`config.mk`:
```
export PLATFORM = sky130hd
export DESIGN_NAME = blit_seq
export DESIGN_NICKNAME = d
export VERILOG_FILES = /design/src/rtl/blit_seq_pkg.sv /design/src/rtl/blit_addr_step.sv /design/src/rtl/blit_src_plan.sv /design/src/rtl/blit_mask_pick.sv /design/src/rtl/blit_seq.sv
export SDC_FILE = /design/constraint.sdc
export NUM_CORES = 1
export LEC_CHECK = 0
export ABC_AREA = 1
export BUFFER_PORTS_ARGS = -buffer_cell sky130_fd_sc_hd__buf_2
export CORE_MARGIN = 5
export CORE_UTILIZATION = 50
export DETAILED_ROUTE_END_ITERATION = 10
export PLACE_DENSITY_LB_ADDON = 0.1
export RECOVER_POWER = 100
export SYNTH_ARGS = -nofsm -noshare
export SYNTH_HDL_FRONTEND = slang
export SYNTH_SLANG_ARGS = --single-unit
```
`constraint.sdc`:
```
create_clock -name clk -period 7.48 [get_ports clk]
set_input_delay 1.496 -clock clk [delete_from_list [all_inputs] [get_ports clk]]
set_output_delay 1.496 -clock clk [all_outputs]
set_load 0.005 [all_outputs]
```
`src/rtl/blit_seq_pkg.sv`:
```
package blit_seq_pkg;

    typedef enum logic [2:0] {
        S_IDLE = 3'd0,
        S_WORD = 3'd1,
        S_SRC  = 3'd2,
        S_DRD  = 3'd3,
        S_DWR  = 3'd4
    } seq_state_e;

    localparam logic [2:0] SEL_SRC_ADDR = 3'd0;
    localparam logic [2:0] SEL_DST_ADDR = 3'd1;
    localparam logic [2:0] SEL_SRC_STEP = 3'd2;
    localparam logic [2:0] SEL_DST_STEP = 3'd3;
    localparam logic [2:0] SEL_COUNTS   = 3'd4;
    localparam logic [2:0] SEL_MASK_LM  = 3'd5;
    localparam logic [2:0] SEL_MASK_R   = 3'd6;
    localparam logic [2:0] SEL_CTRL     = 3'd7;

    // true when the combination rule gives different results for d=0 and d=1
    function automatic logic op_reads_dst(input logic [3:0] op);
        return (op[3] ^ op[2]) | (op[1] ^ op[0]);
    endfunction

endpackage

```
`src/rtl/blit_addr_step.sv`:
```
module blit_addr_step #(
    parameter int AW = 23,
    parameter int IW = 15
) (
    input  logic [AW-1:0] base,
    input  logic [IW-1:0] byte_inc,
    output logic [AW-1:0] next
);
    localparam int OW = IW - 1;

    logic [AW-1:0] word_ofs;
    logic          unused_lsb;

    assign unused_lsb = byte_inc[0];
    assign word_ofs   = {{(AW-OW){byte_inc[IW-1]}}, byte_inc[IW-1:1]};
    assign next       = base + word_ofs;
endmodule

```
`src/rtl/blit_src_plan.sv`:
```
module blit_src_plan #(
    parameter int CW = 16
) (
    input  logic [CW-1:0] words_left,
    input  logic          first,
    input  logic          fxsr,
    input  logic          nfsr,
    output logic          last,
    output logic          hosts_final,
    output logic [1:0]    reads
);
    localparam logic [CW-1:0] ONE_W = CW'(1);
    localparam logic [CW-1:0] TWO_W = CW'(2);

    logic extra;
    logic skip;

    assign last        = (words_left == ONE_W);
    assign extra       = first & fxsr;
    assign skip        = last & nfsr;
    assign reads       = 2'd1 + {1'b0, extra} - {1'b0, skip};
    // the line's final source read sits in the last word, or one earlier when it is skipped
    assign hosts_final = last | (nfsr & (words_left == TWO_W));
endmodule

```
`src/rtl/blit_mask_pick.sv`:
```
module blit_mask_pick
    import blit_seq_pkg::*;
#(
    parameter int MW = 16
) (
    input  logic          first,
    input  logic          last,
    input  logic [MW-1:0] m_left,
    input  logic [MW-1:0] m_mid,
    input  logic [MW-1:0] m_right,
    input  logic [3:0]    op,
    input  logic          force_rmw,
    output logic [MW-1:0] mask,
    output logic          need_rd
);
    always_comb begin
        if (first)      mask = m_left;
        else if (last)  mask = m_right;
        else            mask = m_mid;
        need_rd = op_reads_dst(op) || (mask != {MW{1'b1}}) || force_rmw;
    end
endmodule

```
`src/rtl/blit_seq.sv`:
```
module blit_seq
    import blit_seq_pkg::*;
#(
    parameter int AW = 23,
    parameter int IW = 15,
    parameter int CW = 16,
    parameter int MW = 16,
    parameter int LW = 4,
    parameter int DW = 32
) (
    input  logic          clk,
    input  logic          rst_n,
    input  logic          cfg_we,
    input  logic [2:0]    cfg_sel,
    input  logic [DW-1:0] cfg_wdata,
    output logic [DW-1:0] cfg_rdata,
    output logic          mem_req,
    output logic          mem_wr,
    output logic [AW-1:0] mem_addr,
    input  logic          mem_ack,
    output logic          dp_src_load,
    output logic          dp_src_shift,
    output logic          dp_dst_load,
    output logic [MW-1:0] dp_wr_mask,
    output logic [LW-1:0] dp_line,
    output logic          irq
);
    localparam int HALF = DW / 2;
    localparam logic [CW-1:0] ONE_C = CW'(1);
    localparam logic [LW-1:0] ONE_L = LW'(1);

    typedef struct packed {
        seq_state_e    st;
        logic          busy;
        logic          first;
        logic [1:0]    rd_left;
        logic [AW-1:0] src;
        logic [AW-1:0] dst;
        logic [IW-1:0] sxi;
        logic [IW-1:0] syi;
        logic [IW-1:0] dxi;
        logic [IW-1:0] dyi;
        logic [CW-1:0] xinit;
        logic [CW-1:0] xcnt;
        logic [CW-1:0] ycnt;
        logic [MW-1:0] m1;
        logic [MW-1:0] m2;
        logic [MW-1:0] m3;
        logic [3:0]    op;
        logic [LW-1:0] line;
        logic          fxsr;
        logic          nfsr;
    } seq_regs_t;

    seq_regs_t q, n;

    logic          last;
    logic          hosts_final;
    logic [1:0]    plan_reads;
    logic          src_final;
    logic          need_rd;
    logic [MW-1:0] cur_mask;
    logic          unused_wdata;

    logic [AW-1:0] step_base [2];
    logic [IW-1:0] step_inc  [2];
    logic [AW-1:0] step_next [2];

    assign unused_wdata = ^cfg_wdata;

    blit_src_plan #(.CW(CW)) u_plan (
        .words_left  (q.xcnt),
        .first       (q.first),
        .fxsr        (q.fxsr),
        .nfsr        (q.nfsr),
        .last        (last),
        .hosts_final (hosts_final),
        .reads       (plan_reads)
    );

    blit_mask_pick #(.MW(MW)) u_mask (
        .first     (q.first),
        .last      (last),
        .m_left    (q.m1),
        .m_mid     (q.m2),
        .m_right   (q.m3),
        .op        (q.op),
        .force_rmw (last & q.nfsr),
        .mask      (cur_mask),
        .need_rd   (need_rd)
    );

    assign src_final    = (q.rd_left == 2'd1) && hosts_final;
    assign step_base[0] = q.src;
    assign step_inc[0]  = src_final ? q.syi : q.sxi;
    assign step_base[1] = q.dst;
    assign step_inc[1]  = last ? q.dyi : q.dxi;

    generate
        for (genvar g = 0; g < 2; g++) begin : g_step
            blit_addr_step #(.AW(AW), .IW(IW)) u_step (
                .base     (step_base[g]),
                .byte_inc (step_inc[g]),
                .next     (step_next[g])
            );
        end
    endgenerate

    // next-state logic
    always_comb begin
        n            = q;
        mem_req      = 1'b0;
        mem_wr       = 1'b0;
        mem_addr     = q.dst;
        dp_src_load  = 1'b0;
        dp_src_shift = 1'b0;
        dp_dst_load  = 1'b0;

        if (cfg_we && !q.busy) begin
            case (cfg_sel)
                SEL_SRC_ADDR: n.src = cfg_wdata[AW-1:0];
                SEL_DST_ADDR: n.dst = cfg_wdata[AW-1:0];
                SEL_SRC_STEP: begin
                    n.sxi = cfg_wdata[IW-1:0];
                    n.syi = cfg_wdata[HALF +: IW];
                end
                SEL_DST_STEP: begin
                    n.dxi = cfg_wdata[IW-1:0];
                    n.dyi = cfg_wdata[HALF +: IW];
                end
                SEL_COUNTS: begin
                    n.xinit = cfg_wdata[CW-1:0];
                    n.xcnt  = cfg_wdata[CW-1:0];
                    n.ycnt  = cfg_wdata[HALF +: CW];
                end
                SEL_MASK_LM: begin
                    n.m1 = cfg_wdata[MW-1:0];
                    n.m2 = cfg_wdata[HALF +: MW];
                end
                SEL_MASK_R: n.m3 = cfg_wdata[MW-1:0];
                default: begin
                    n.op   = cfg_wdata[3:0];
                    n.line = cfg_wdata[4 +: LW];
                    n.fxsr = cfg_wdata[8];
                    n.nfsr = cfg_wdata[9];
                    if (cfg_wdata[DW-1]) begin
                        n.busy  = 1'b1;
                        n.first = 1'b1;
                        n.xcnt  = q.xinit;
                        n.st    = S_WORD;
                    end
                end
            endcase
        end

        case (q.st)
            S_IDLE: ;
            S_WORD: begin
                if (plan_reads == 2'd0) begin
                    dp_src_shift = 1'b1;
                    n.st         = need_rd ? S_DRD : S_DWR;
                end else begin
                    n.rd_left = plan_reads;
                    n.st      = S_SRC;
                end
            end
            S_SRC: begin
                mem_req  = 1'b1;
                mem_addr = q.src;
                if (mem_ack) begin
                    dp_src_load = 1'b1;
                    n.src       = step_next[0];
                    n.rd_left   = q.rd_left - 2'd1;
                    if (q.rd_left == 2'd1) n.st = need_rd ? S_DRD : S_DWR;
                end
            end
            S_DRD: begin
                mem_req = 1'b1;
                if (mem_ack) begin
                    dp_dst_load = 1'b1;
                    n.st        = S_DWR;
                end
            end
            S_DWR: begin
                mem_req = 1'b1;
                mem_wr  = 1'b1;
                if (mem_ack) begin
                    n.dst = step_next[1];
                    if (last) begin
                        n.xcnt  = q.xinit;
                        n.first = 1'b1;
                        n.ycnt  = q.ycnt - ONE_C;
                        n.line  = q.dyi[IW-1] ? q.line - ONE_L : q.line + ONE_L;
                        if (q.ycnt == ONE_C) begin
                            n.busy = 1'b0;
                            n.st   = S_IDLE;
                        end else begin
                            n.st = S_WORD;
                        end
                    end else begin
                        n.xcnt  = q.xcnt - ONE_C;
                        n.first = 1'b0;
                        n.st    = S_WORD;
                    end
                end
            end
            default: n.st = S_IDLE;
        endcase
    end

    always_ff @(posedge clk or negedge rst_n) begin
        if (!rst_n) q <= '0;
        else        q <= n;
    end

    // live read-back
    always_comb begin
        cfg_rdata = '0;
        case (cfg_sel)
            SEL_SRC_ADDR: cfg_rdata[AW-1:0] = q.src;
            SEL_DST_ADDR: cfg_rdata[AW-1:0] = q.dst;
            SEL_SRC_STEP: begin
                cfg_rdata[IW-1:0]    = q.sxi;
                cfg_rdata[HALF +: IW] = q.syi;
            end
            SEL_DST_STEP: begin
                cfg_rdata[IW-1:0]    = q.dxi;
                cfg_rdata[HALF +: IW] = q.dyi;
            end
            SEL_COUNTS: begin
                cfg_rdata[CW-1:0]    = q.xcnt;
                cfg_rdata[HALF +: CW] = q.ycnt;
            end
            SEL_MASK_LM: begin
                cfg_rdata[MW-1:0]    = q.m1;
                cfg_rdata[HALF +: MW] = q.m2;
            end
            SEL_MASK_R: cfg_rdata[MW-1:0] = q.m3;
            default: begin
                cfg_rdata[3:0]     = q.op;
                cfg_rdata[4 +: LW] = q.line;
                cfg_rdata[8]       = q.fxsr;
                cfg_rdata[9]       = q.nfsr;
                cfg_rdata[DW-1]    = q.busy;
            end
        endcase
    end

    assign dp_wr_mask = cur_mask;
    assign dp_line    = q.line;
    assign irq        = q.busy;
endmodule

```
# Word-level counts from Yosys, hierarchy flattened
# Index checks and enable logic that the tools add are counted.
[word_totals] ff_bits=219 input_bits=39 out_inout_bits=81 wordCells=134
[classes] add_sub_neg=9 eq_ne=17 muxes=60 n_bitwise=8 n_reduce_logical=20
[ops] operator="$mux 212" count=1
[ops] operator="$mux 23" count=6
[ops] operator="$mux 16" count=8
[ops] operator="$mux 32" count=3
[ops] operator="$pmux 10 s7" count=1
[ops] operator="$mux 30" count=2
[ops] operator="$add 23x23->23" count=2
[ops] operator="$pmux 7 s6" count=1
[ops] operator="$pmux 5 s7" count=1
[ops] operator="$eq 16x1->1 const B" count=2
[ops] operator="$pmux 16 s2" count=1
[ops] operator="$pmux 8 s4" count=1
[ops] operator="$sub 16x1->16 const B" count=2
[ops] operator="$mux 15" count=2
[ops] operator="$mux 25" count=1
[ops] operator="$mux 5" count=4
[ops] operator="$eq 16x2->1 const B" count=1
[ops] operator="$mux 4" count=4
[ops] operator="$ne 16x16->1 const B" count=1
[ops] operator="$mux 3" count=5
[ops] operator="$pmux 3 s5" count=1
[ops] operator="$eq 3x2->1 const B" count=4
[ops] operator="$eq 3x3->1 const B" count=4
[ops] operator="$mux 1" count=12
[ops] operator="29 further kinds" count=44

# Longest topological paths before layout
[logic_depth] word_depth=10 depth_mapped=23 ltp_nobuf=21

# By module
# From an unflattened synthesis, not the netlist that was laid out.
[unflattened] cells_unflattened=2504 hier_area_um2=16241.8
[modules_own_cells] module="blit_seq" n_inst=1 cells_each=1685 area_each_um2=12250.5 seq_area_each_um2=5480.3
[modules_own_cells] module="blit_addr_step" n_inst=2 cells_each=334 area_each_um2=1626.6 seq_area_each_um2=0.0
[modules_own_cells] module="blit_mask_pick" n_inst=1 cells_each=123 area_each_um2=615.6 seq_area_each_um2=0.0
[modules_own_cells] module="blit_src_plan" n_inst=1 cells_each=28 area_each_um2=122.6 seq_area_each_um2=0.0

# Worst setup path after synthesis
# No wires, ideal clock.
[synth_timing] kind="in2out" start="input cfg_sel[2]" end="output cfg_rdata[4]" arrival_time_ns=2.686 slack_ns=3.298 path_stages=6 n_path_buf=2 path_cell_list="buf_2 > nand2_1 > clkinv_1 > clkbuf_1 > a221oi_1 > o211ai_1"
[synth_via] elab_chain_len=2 elab_cells_between_ends=8
[synth_lines] item="start, declared" line_no="blit_seq.sv:14" rtl="input logic [2:0] cfg_sel,"
[synth_lines] item="$eq 3x3->1, or another cell as far along" line_no="blit_seq.sv:219" rtl="case (cfg_sel)"
[synth_lines] item="$pmux 10 s7 *" line_no="blit_seq.sv:219"
[synth_lines] item="end, declared" line_no="blit_seq.sv:16" rtl="output logic [DW-1:0] cfg_rdata,"
# Every way passes the cells marked *; elsewhere a longest branch is shown, timed or not.

==> flow_summary.yaml <==
run_status:
  status: "finished, violations left"
  violations: "max-capacitance violations, max-slew violations"
sta:
  slew_headroom_pct: -176
  fmax_mhz: 154
  slew_violations: 556
  period_minus_slack_ns: 6.48
  hold_viol_final: 0
  rsz0062_at_grt: "false"
  worst_slew_pin_slew_ns: 4.14
  setup_violations: 0
  setup_tns_ns: 0
  finalClockSkew_ns: 0.00716
  post-route-period-util_pct: 86.7
synth:
  synth-seq-cells: 219
  yosys-top-cells-count: "472 x nand2_1, 290 x o21ai_0, 286 x inv_1, 219 x dfrtp_1, 151 x a21oi_1"
  netlist_area_mm2: 0.0148
  netlist_instances: 2095
  syn_avg_cell_area_um2: 7.07
  ys_types: 53
  ys.flop_type: "dfrtp_1"
  synth_nets: 2191
  yosysTopAreaCellShare_pct: 37.0
  post-synth-top-count-cell: "nand2_1"
  async_flop_share_pct: 100
  synth_edf_count: 0
  ys_seq_area_share_pct: 37.0
  yosysTopAreaCell: "dfrtp_1"
  yosys_warnings: 0
  synthTopCellsByArea: "dfrtp_1 37%, nand2_1 12%, o21ai_0 9.8%"
routing:
  drc: 0
  routedWlPerCell_um: 23.6
  vias: 15718
  dr.pass1.iters: 6
  wl_mm: 61.0
  drtIter0Drc: 2210
  ant_nets: 0
  post_drt_via_cell_ratio: 6.09
min_path:
  worstHoldPathCells: 2
  hold_path_class: "reg -> reg"
  min-delay-start: "q[161]"
  holdPathEnd: "q[161]"
worst_setup_path:
  path_delay_family: "buffers and inverters"
  worst-path-max-fanout: 35
  cp-end-kind: "flip-flop"
  cp_cell_sequence: "buf_2 -> inv_1 -> nor2_1 -> clkbuf_1 -> inv_1 -> nor2_2 -> inv_1 -> nor3_1 -> a211oi_1"
  critPathMaxStageDelay_ns: 1.65
  worstPathArrival_ns: 6.86
  rr_endpoint: "q[87]"
  cp_data_required_time_ns: 7.86
  rr_startpoint: "q[216]"
  rr_worst_depth: 9
  critical_path_class: "in -> reg"
  cpMaxStageDelayCell: "clkbuf_1"
  cp_num_buf_inv: 5
  rrSetupSlack_ns: 1.44
  worstSetupStartpointType: "primary input"
  crit_path_frequent_cell: "inv_1"
pwr:
  ir_worst_vdd_uv: 198
  powerDensity_mw_per_mm2: 365
  p_leak_uw: 0.00794
die:
  core_area_mm2: 0.0294
  die_y_um: 182
  ios: 120
  fp.dieArea_mm2: 0.0332
  die_x_um: 182
  initial_core_util_pct: 50.4
  rows: 63
cells_and_area:
  design_area_mm2: 0.0164
  n_fill_cell: 3005
  diodes: 0
  regArea_mm2: 0.00548
  area_growth_pct: 10.7
  drive_gt1_share_pct: 6.17
  final_cells: 2579
  post-route-util_pct: 55.7
  nets: 2265
  multi_input_area_mm2: 0.00779
run:
  maxCapViolCount: 13
place:
  dp_hpwl_mm: 45.0
  dp_cells: 2531
  dpl_cell_area_mm2: 0.0157
  io_buffers: 119
  gp_congestion: 1.02
clock_network:
  cts_setup_buffers: 0
  clock_latency_ns: 0.54
  cts-root-buf: "clkbuf_16"
  cts_sinks: 219
  tritoncts: "yes"
  cts_buffers: 26
  cts_max_path_buffers: 3
  post_cts_resize_count: 0
  clkTransAtPathRegs_ns: 0.06
  ctsHoldBuffers: 0
  cts_htree_levels: 1
global_route:
  gr-total-overflow: 0
  grt_usage_pct: 35.9
  grt_pass1_wl_mm: 91.0
  grt_max_degree: 88
  grt_pass1_vias: 14412
  antenna_found_initial: 0
==> where the power goes <==
part           switching, uW  internal (uW)  leakage, uW  total (uW)
registers                479           1580      0.00268        2060
clock network            548            812     0.000437        1360
logic                   1680            877      0.00483        2560
total                   2710           3270      0.00794        5980
==> cell families after synthesis <==
logic type               Yosys count  synth area share (%)
adder cells (fa/ha/maj)           57                  4.97
AO/OA/AOI/OAI                    620                  24.0
AND/OR/NAND/NOR                  777                  21.8
buffers and inverters            389                  10.2
multiplexers                       8                 0.541
XOR/XNOR                          25                  1.48
flip-flops                       219                  37.0
==> routing by layer <==
metal  wire (um)  vias to the layer above  GRT usage (%)
met5           0                        -              0
li1            -                     7161              -
met2       25000                      968           51.2
met4        3830                        0           18.3
met1       25500                     7410           51.8
met3        6620                      179           6.98
==> registers in the layout, indices dropped and copies added, names as in the netlist <==
register  flops
q           214
dp_line       4
irq           1
==> cell type report <==
cell class              count  area share (%)
clock buffers              37            4.66
clock inverters            11           0.840
inverters                 300            6.87
multi-input cells        1487            47.5
flip-flops and latches    219            33.4
well taps                 390            2.98
repair buffers            135            3.67
==> cells in the final DEF, fill, tap and decap left out, types with 4 or more instances in the layout <==
master | Yosys | routed
clkbuf_16 | 0 | 27
buf_2 | 15 | 50
a21oi_1 | 151 | 151
o2111ai_1 | 6 | 6
a31o_2 | 4 | 4
inv_1 | 286 | 293
nand3_1 | 91 | 92
a211oi_1 | 13 | 13
o21ai_0 | 290 | 295
clkbuf_8 | 0 | 5
nand2_1 | 472 | 473
clkinv_2 | 0 | 5
o22ai_1 | 35 | 35
nand4_1 | 9 | 9
a22oi_1 | 13 | 13
xor2_1 | 16 | 16
buf_4 | 5 | 5
nor3_1 | 18 | 18
mux2i_1 | 8 | 8
o21bai_1 | 15 | 15
a31oi_1 | 11 | 11
clkbuf_1 | 66 | 81
xnor2_1 | 9 | 9
a21boi_0 | 4 | 4
dfrtp_1 | 219 | 219
o221ai_1 | 10 | 10
or2_2 | 7 | 7
o311ai_0 | 5 | 5
ha_1 | 54 | 54
a221oi_1 | 24 | 24
a21o_1 | 6 | 6
nor2_2 | 10 | 6
nor2_1 | 147 | 152
nand3_2 | 6 | 5
inv_2 | 11 | 4
o211ai_1 | 15 | 16
==> how the worst max path moves through the flow <==
stage,from,to,slack (ns),cells after the start
after floorplan,cfg_sel[2],cfg_rdata[4],3.30,6
after global placement,cfg_sel[2],cfg_rdata[13],2.01,6
after detailed placement,cfg_sel[2],cfg_rdata[14],1.93,6
after CTS,cfg_sel[2],cfg_rdata[14],1.93,6
after global routing,mem_ack,q[82],0.93,10
final,mem_ack,q[87],1.0,9
==> metrics by stage <==
step                      total power (uW)  setup WS (ns)  hold slack, ns
final                                 5980          0.997           0.491
after global routing                  6380          0.928           0.515
after CTS                             5930           1.93           0.488
after detailed placement              4570           1.93           0.474
after global placement                4530           2.01           0.468
after floorplan                       3610           3.30           0.453
==> worst reg2reg max path: cells and delay by family (launching register included) <==
kind | cells | cell delay, ns
buffers and inverters | 3 | 3.64
and+or+nand+nor | 5 | 1.71
DFF | 1 | 0.45
AOI/OAI and AO/OA | 1 | 0.08
No activity file was read; power rests on OpenSTA's default activity.
